### src/rtl/dcr_pkg.sv
// Package: shared types for the display control register interface.
// Assumes an 8-bit control word whose field layout is fixed by bus software.
package dcr_pkg;

    localparam int DATA_W   = 8;
    localparam int BRIGHT_W = 3;

    // Destination of a decoded bus access
    typedef enum logic [1:0] {
        TGT_NONE  = 2'd0,
        TGT_FLASH = 2'd1,
        TGT_CTRL  = 2'd2
    } tgt_e;

    // Control word as read back over the bus, most significant field first
    typedef struct packed {
        logic                clr;
        logic                busy;
        logic                result;
        logic                blink;
        logic                flash;
        logic [BRIGHT_W-1:0] bright;
    } ctl_word_t;

endpackage

### src/rtl/dcr_bus_decode.sv
// Module: dcr_bus_decode
// Decodes the bus strobes and address into a one-shot write fire, a read
// level, a target and a digit index.
// Assumes strobes are already synchronous to clk; undefined strobe
// combinations produce neither a read nor a write.
module dcr_bus_decode
    import dcr_pkg::*;
#(
    parameter int ADDR_W = 5,
    parameter int IDX_W  = 3
) (
    input  logic              clk,
    input  logic              rst_n,
    input  logic              cs_n,
    input  logic              we_n,
    input  logic              re_n,
    input  logic              attr_sel,
    input  logic [ADDR_W-1:0] addr,
    output logic              wr_fire,
    output logic              rd_act,
    output tgt_e              tgt,
    output logic [IDX_W-1:0]  idx
);

    logic wr_lvl;
    logic wr_prev;

    assign wr_lvl  = !cs_n && !we_n && re_n;
    assign rd_act  = !cs_n && !re_n && we_n;
    assign wr_fire = wr_lvl && !wr_prev;
    assign idx     = addr[IDX_W-1:0];

    // Remember the write level so a held write fires once
    always_ff @(posedge clk) begin
        if (!rst_n) wr_prev <= 1'b0;
        else        wr_prev <= wr_lvl;
    end

    // Map select line and upper address bits to a target
    always_comb begin
        if (!attr_sel)                                tgt = TGT_FLASH;
        else if (addr[ADDR_W-1:ADDR_W-2] == 2'b10)    tgt = TGT_CTRL;
        else                                          tgt = TGT_NONE;
    end

endmodule

### src/rtl/dcr_flash_mem.sv
// Module: dcr_flash_mem
// One flag per digit; a write loads the addressed flag, clear empties all.
// Assumes clear and write never need to merge: clear has priority.
module dcr_flash_mem #(
    parameter int DIGITS = 8,
    parameter int IDX_W  = 3
) (
    input  logic              clk,
    input  logic              rst_n,
    input  logic              wr_en,
    input  logic [IDX_W-1:0]  wr_idx,
    input  logic              wr_bit,
    input  logic              clr,
    output logic [DIGITS-1:0] cells
);

    for (genvar g = 0; g < DIGITS; g++) begin : g_cell
        localparam logic [IDX_W-1:0] MY_IDX = IDX_W'(g);
        logic cell_q;

        // Hold one digit's flash flag
        always_ff @(posedge clk) begin
            if (!rst_n)                            cell_q <= 1'b0;
            else if (clr)                          cell_q <= 1'b0;
            else if (wr_en && (wr_idx == MY_IDX))  cell_q <= wr_bit;
        end

        assign cells[g] = cell_q;
    end

endmodule

### src/rtl/dcr_ctl_reg.sv
// Module: dcr_ctl_reg
// Control word storage plus the self-test sequencer.
// Assumes DIGITS is a power of two so the walk index wraps naturally.
// Any control write during a test either restarts it (bit 6 = 1) or aborts it.
module dcr_ctl_reg
    import dcr_pkg::*;
#(
    parameter int DIGITS = 8,
    parameter int IDX_W  = 3
) (
    input  logic              clk,
    input  logic              rst_n,
    input  logic              wr_en,
    input  logic [DATA_W-1:0] wdata,
    input  logic [DIGITS-1:0] cells,
    output ctl_word_t         word
);

    localparam logic [IDX_W-1:0] LAST = IDX_W'(DIGITS - 1);

    logic [BRIGHT_W-1:0] br_q;
    logic                fl_q;
    logic                bl_q;
    logic                clr_q;
    logic                busy_q;
    logic                res_q;
    logic                ok_q;
    logic [IDX_W-1:0]    step_q;
    logic [DIGITS-1:0]   snap_q;
    logic                cell_match;
    logic                unused_result_bit;

    assign unused_result_bit = wdata[5];
    assign cell_match        = (cells[step_q] == snap_q[step_q]);

    // Plain fields: all rewritten per write; clear bit self-clears
    always_ff @(posedge clk) begin
        if (!rst_n) begin
            br_q  <= '0;
            fl_q  <= 1'b0;
            bl_q  <= 1'b0;
            clr_q <= 1'b0;
        end else if (wr_en) begin
            br_q  <= wdata[BRIGHT_W-1:0];
            fl_q  <= wdata[3];
            bl_q  <= wdata[4];
            clr_q <= wdata[7];
        end else begin
            clr_q <= 1'b0;
        end
    end

    // Self test: snapshot, then compare one digit per cycle
    always_ff @(posedge clk) begin
        if (!rst_n) begin
            busy_q <= 1'b0;
            res_q  <= 1'b0;
            ok_q   <= 1'b0;
            step_q <= '0;
            snap_q <= '0;
        end else if (wr_en && wdata[6]) begin
            busy_q <= 1'b1;
            res_q  <= 1'b0;
            ok_q   <= 1'b1;
            step_q <= '0;
            snap_q <= cells;
        end else if (wr_en && busy_q) begin
            busy_q <= 1'b0;
            res_q  <= 1'b0;
        end else if (busy_q) begin
            step_q <= step_q + 1'b1;
            if (step_q == LAST) begin
                busy_q <= 1'b0;
                res_q  <= ok_q && cell_match;
            end else begin
                ok_q   <= ok_q && cell_match;
            end
        end
    end

    assign word = '{clr: clr_q, busy: busy_q, result: res_q,
                    blink: bl_q, flash: fl_q, bright: br_q};

endmodule

### src/rtl/dcr_regif.sv
// Module: dcr_regif (top)
// Bus slave for an eight-digit display: decodes accesses, holds the flash
// attribute memory and control word, registers read data.
// Assumes bus strobes are synchronous to clk.
module dcr_regif
    import dcr_pkg::*;
#(
    parameter int DIGITS = 8,
    parameter int ADDR_W = 5
) (
    input  logic              clk,
    input  logic              rst_n,
    input  logic              cs_n,
    input  logic              we_n,
    input  logic              re_n,
    input  logic              attr_sel,
    input  logic [ADDR_W-1:0] addr,
    input  logic [7:0]        wdata,
    output logic [7:0]        rdata,
    output logic [2:0]        bright_code,
    output logic              flash_en,
    output logic              blink_en,
    output logic [DIGITS-1:0] digit_flash,
    output logic              clear_pulse
);

    localparam int IDX_W = $clog2(DIGITS);

    logic             wr_fire;
    logic             rd_act;
    tgt_e             tgt;
    logic [IDX_W-1:0] idx;
    ctl_word_t        word;

    dcr_bus_decode #(.ADDR_W(ADDR_W), .IDX_W(IDX_W)) u_dec (
        .clk(clk), .rst_n(rst_n), .cs_n(cs_n), .we_n(we_n), .re_n(re_n),
        .attr_sel(attr_sel), .addr(addr),
        .wr_fire(wr_fire), .rd_act(rd_act), .tgt(tgt), .idx(idx)
    );

    dcr_flash_mem #(.DIGITS(DIGITS), .IDX_W(IDX_W)) u_mem (
        .clk(clk), .rst_n(rst_n),
        .wr_en(wr_fire && (tgt == TGT_FLASH)), .wr_idx(idx),
        .wr_bit(wdata[0]), .clr(word.clr), .cells(digit_flash)
    );

    dcr_ctl_reg #(.DIGITS(DIGITS), .IDX_W(IDX_W)) u_ctl (
        .clk(clk), .rst_n(rst_n),
        .wr_en(wr_fire && (tgt == TGT_CTRL)), .wdata(wdata),
        .cells(digit_flash), .word(word)
    );

    // Register the selected read value; zero when no read is taken
    always_ff @(posedge clk) begin
        if (!rst_n)      rdata <= '0;
        else if (rd_act) begin
            case (tgt)
                TGT_FLASH: rdata <= {{(DATA_W-1){1'b0}}, digit_flash[idx]};
                TGT_CTRL:  rdata <= word;
                default:   rdata <= '0;
            endcase
        end else         rdata <= '0;
    end

    assign bright_code = word.bright;
    assign flash_en    = word.flash;
    assign blink_en    = word.blink;
    assign clear_pulse = word.clr;

endmodule

### config.mk
export PLATFORM = sky130hd
export DESIGN_NAME = dcr_regif
export DESIGN_NICKNAME = d
export VERILOG_FILES = /design/src/rtl/dcr_pkg.sv /design/src/rtl/dcr_bus_decode.sv /design/src/rtl/dcr_flash_mem.sv /design/src/rtl/dcr_ctl_reg.sv /design/src/rtl/dcr_regif.sv
export SDC_FILE = /design/constraint.sdc
export NUM_CORES = 1
export LEC_CHECK = 0
export ABC_CLOCK_PERIOD_IN_PS = 1700
export CORE_MARGIN = 2
export CORE_UTILIZATION = 45
export CTS_CLUSTER_DIAMETER = 60
export DETAILED_ROUTE_END_ITERATION = 8
export PLACE_DENSITY = 0.75
export SLEW_MARGIN = 20
export SYNTH_ARGS = -nofsm -noshare
export SYNTH_HDL_FRONTEND = slang
export SYNTH_HIERARCHICAL = 1
export SYNTH_SLANG_ARGS = --single-unit
### constraint.sdc
create_clock -name clk -period 1.7 [get_ports clk]
set_clock_uncertainty 0.05 [all_clocks]
set_input_delay 0.34 -clock clk [delete_from_list [all_inputs] [get_ports clk]]
set_output_delay 0.34 -clock clk [all_outputs]
set_load 0.02 [all_outputs]
==> summary.txt <==
Logic synthesis
  • Most frequently used flop master after synthesis: dfxtp_1
  • Number of synthesized flops with an enable pin: 0
  • Avg Inst Size Synth: around 10 um2
  • Syn_nets: about 210
  • Synthesis-stage register bit count: 37
  • Mapped Cells: roughly 180
  • Syn. warnings: 6
  • Library cells used by synthesis: 35
  • Post-synthesis cell area: roughly 1800 um2
  • Fraction of registers with async set or reset after synthesis: 0
  • Sequential-to-total area share from yosys stat: 0.401

Setup path
  • Top delay family on crit path: buffers and inverters
  • Crit path max fanout: 5
  • R2r worst-path depth: 4
  • WS Path Type: in2reg
  • Slowest CP cell: clkdlybuf4s50_1
  • Worst Setup End Kind: flip-flop
  • Stages on worst setup path: 4
  • Required time worst endpoint: roughly 1800 ps
  • WP buf/inv: 1
  • CP arrival: around 1800 ps
  • Startpoint Class: input port
  • CP Cell Sequence: clkdlybuf4s50_1 -> mux4_1 -> and3b_1 -> a2111oi_2
  • Crit-path max cell delay: about 590 ps

Detailed routing
  • Avg Vias per Cell: roughly 5.2
  • Final wirelength: between 4 and 5 mm
  • Wire length per cell: roughly 15 um
  • Post-route ant nets: 0
  • Vias: 1472
  • Starting DRC count in detailed routing: 79
  • Remaining DRCs: 0
  • Drt pass-1 iters: 4

CTS
  • Clock Path Buffers: 2
  • Clock Sinks: 37
  • CTS tree: built
  • Worst-path clk slew: 80 ps
  • Clk Latency, worst-skew pair: 290 ps
  • Inserted Clock Buffers: 5
  • H-tree depth: 2
  • Root buffer cell: clkbuf_8
  • Post-CTS Hold Fix Bufs: 0

Pwr
  • Psw: 0.000374 W
  • Leak: roughly 1.1 nW
  • Sequential group share of total power: 0.458
  • Maximum vdd drop: ~0.65 mV
  • Power per standard cell area: ~750 nW/um2
  • Internal: approximately 0.0015 W
  • Switching share of power: 0.197
  • Clock share of power: 0.473
  • Combinational group share of total power: 0.069

Floorplan
  • Initial Util: 0.465
  • Die width: a little under 70 um
  • Core area: between 3000 and 4000 um2
  • # rows: 23
  • Die area: between 4000 and 5000 um2
  • IO Count: ~40
  • Die Height: between 60 and 70 um

Outcome
  • Status: finished, final reports clean

Final layout
  • Commonest non-fill, non-tap cell in the layout: dfxtp_1
  • Area grow syn2layout: 37.4%
  • Antenna Cells: 0
  • Final nets: roughly 250
  • Share of cells above drive strength 1: 0.228
  • Final design utilization: 0.639
  • Most frequent cells in the layout: 36 x dfxtp_1, 22 x clkdlybuf4s50_1, 21 x nand2_1

STA
  • Worst setup margin: between 30 and 40 ps
  • Relative slew slack: 0.756
  • Total negative setup slack: 0 ps
  • Fraction of the cycle the final worst path needs: 0.981
  • Worst Tran Pin Value: between 300 and 400 ps
  • Slew Limit Fails: 0
  • WHS: 417 ps
  • Unrepaired setup endpoints after global routing: true
  • Fmax: between 0.5 and 0.6 GHz
  • Final setup vio count: 0
  • Hold Vio Cnt, Final: 0
  • Period minus WS final: about 1700 ps

Global route
  • Vias in the first global route: between 1000 and 1500
  • Largest net degree at the start of global routing: 13
  • Grt ovf: 0
  • Antenna violations before repair: 0
  • First-pass GRT wire length: between 6 and 7 mm
  • Gr usage total: 0.196

Placement
  • Dpl ws: -418 ps
  • Placer congestion estimate: 0.757
  • Count of input and output buffers: 39
  • Post-DP HPWL: 2.93 mm

Job
  • MaxCap Viol Count: 0

Worst hold path
  • WHS Path Cells: 2
  • Worst Hold Class: reg2reg
==> state kept, by name, indices dropped and copies added (netlist names), 3 cells and up <==
signal               flops
u_ctl/step_q             3
u_ctl/snap_q             8
rdata                    8
u_ctl/br_q               3
u_mem/g_cell.cell_q      8
==> power by group through the flow <==
stage | Sequential (W) | Combinational, W | Clock, W
CTS | 0.000869 | 0.000131 | 0.000906
global placement | 0.000890 | 0.000124 | 0
detailed placement | 0.000891 | 0.000126 | 0
global route | 0.000869 | 0.000142 | 0.000951
floorplan | 0.000890 | 0.0000523 | 0
finish | 0.000869 | 0.000132 | 0.000897
==> path summary, 6_finish.rpt <==
check / start / end / slack [ps]
min: u_ctl/snap_q[6] / u_ctl/snap_q[6] / 420
max reg2reg: u_ctl/step_q[0] / u_ctl/res_q / 50
max: addr[0] / rdata[0] / 30
min reg2reg: u_ctl/snap_q[6] / u_ctl/snap_q[6] / 420
==> worst reg2reg max path, delay by kind of cell, from the launching register on <==
kind | cells | cell delay (ps)
DFF | 1 | 400
xor gates and xnor gates | 1 | 260
AOI/OAI and AO/OA | 1 | 120
muxes | 2 | 720
==> timing repair <==
action	in CTS	in global routing
setup endpoints to repair	34	25
pin swaps	5	11
gates resized for setup	25	21
buffers inserted	0	1
==> layer usage <==
layer,share of wire,track usage,vias up
met5,0,0,-
met4,0.014,0.0750,0
met3,0.065,0.0395,6
met2,0.46,0.330,57
met1,0.46,0.247,688
li1,-,-,721
==> metrics by stage <==
stage	area (um2)	std cells	total power [W]
4_1_cts	2480	281	0.00191
3_5_place_dp	2310	273	0.00102
5_1_grt	2540	282	0.00196
6_report	2540	282	0.00190
3_3_place_gp	2310	273	0.00101
2_1_floorplan	1850	184	0.000942
==> cells in the mapped netlist, types with 3 or more instances <==
library cell	count	area (um2)
nor2_1	11	41.3
ha_1	4	50.1
a21oi_1	10	50.1
and4bb_1	3	37.5
inv_1	4	15.0
and2_1	11	68.8
nand3b_1	9	67.6
mux4_1	5	131
dfxtp_1	37	741
mux2i_1	18	180
buf_4	16	120
nand4b_1	3	26.3
nand2_1	23	86.3
==> cells by family after synthesis <==
family / count (synthesis) / share of synthesized area
buf+inv: 26 / 0.0901
mux: 23 / 0.169
compound gates: 18 / 0.0637
fa+ha+maj: 4 / 0.0271
simple gates: 74 / 0.240
xor+xnor: 2 / 0.00949
flops: 37 / 0.401
==> area by class of cell <==
type	instances	area [um2]
fill	355	1430
multi-input combinational	121	1000
sequential	37	744
timing repair buffer	61	576
clock buffer	5	68.8
clock inverter	3	65.1
tap	50	62.6
inverter	5	18.8
(Power assumes the default switching activity.)
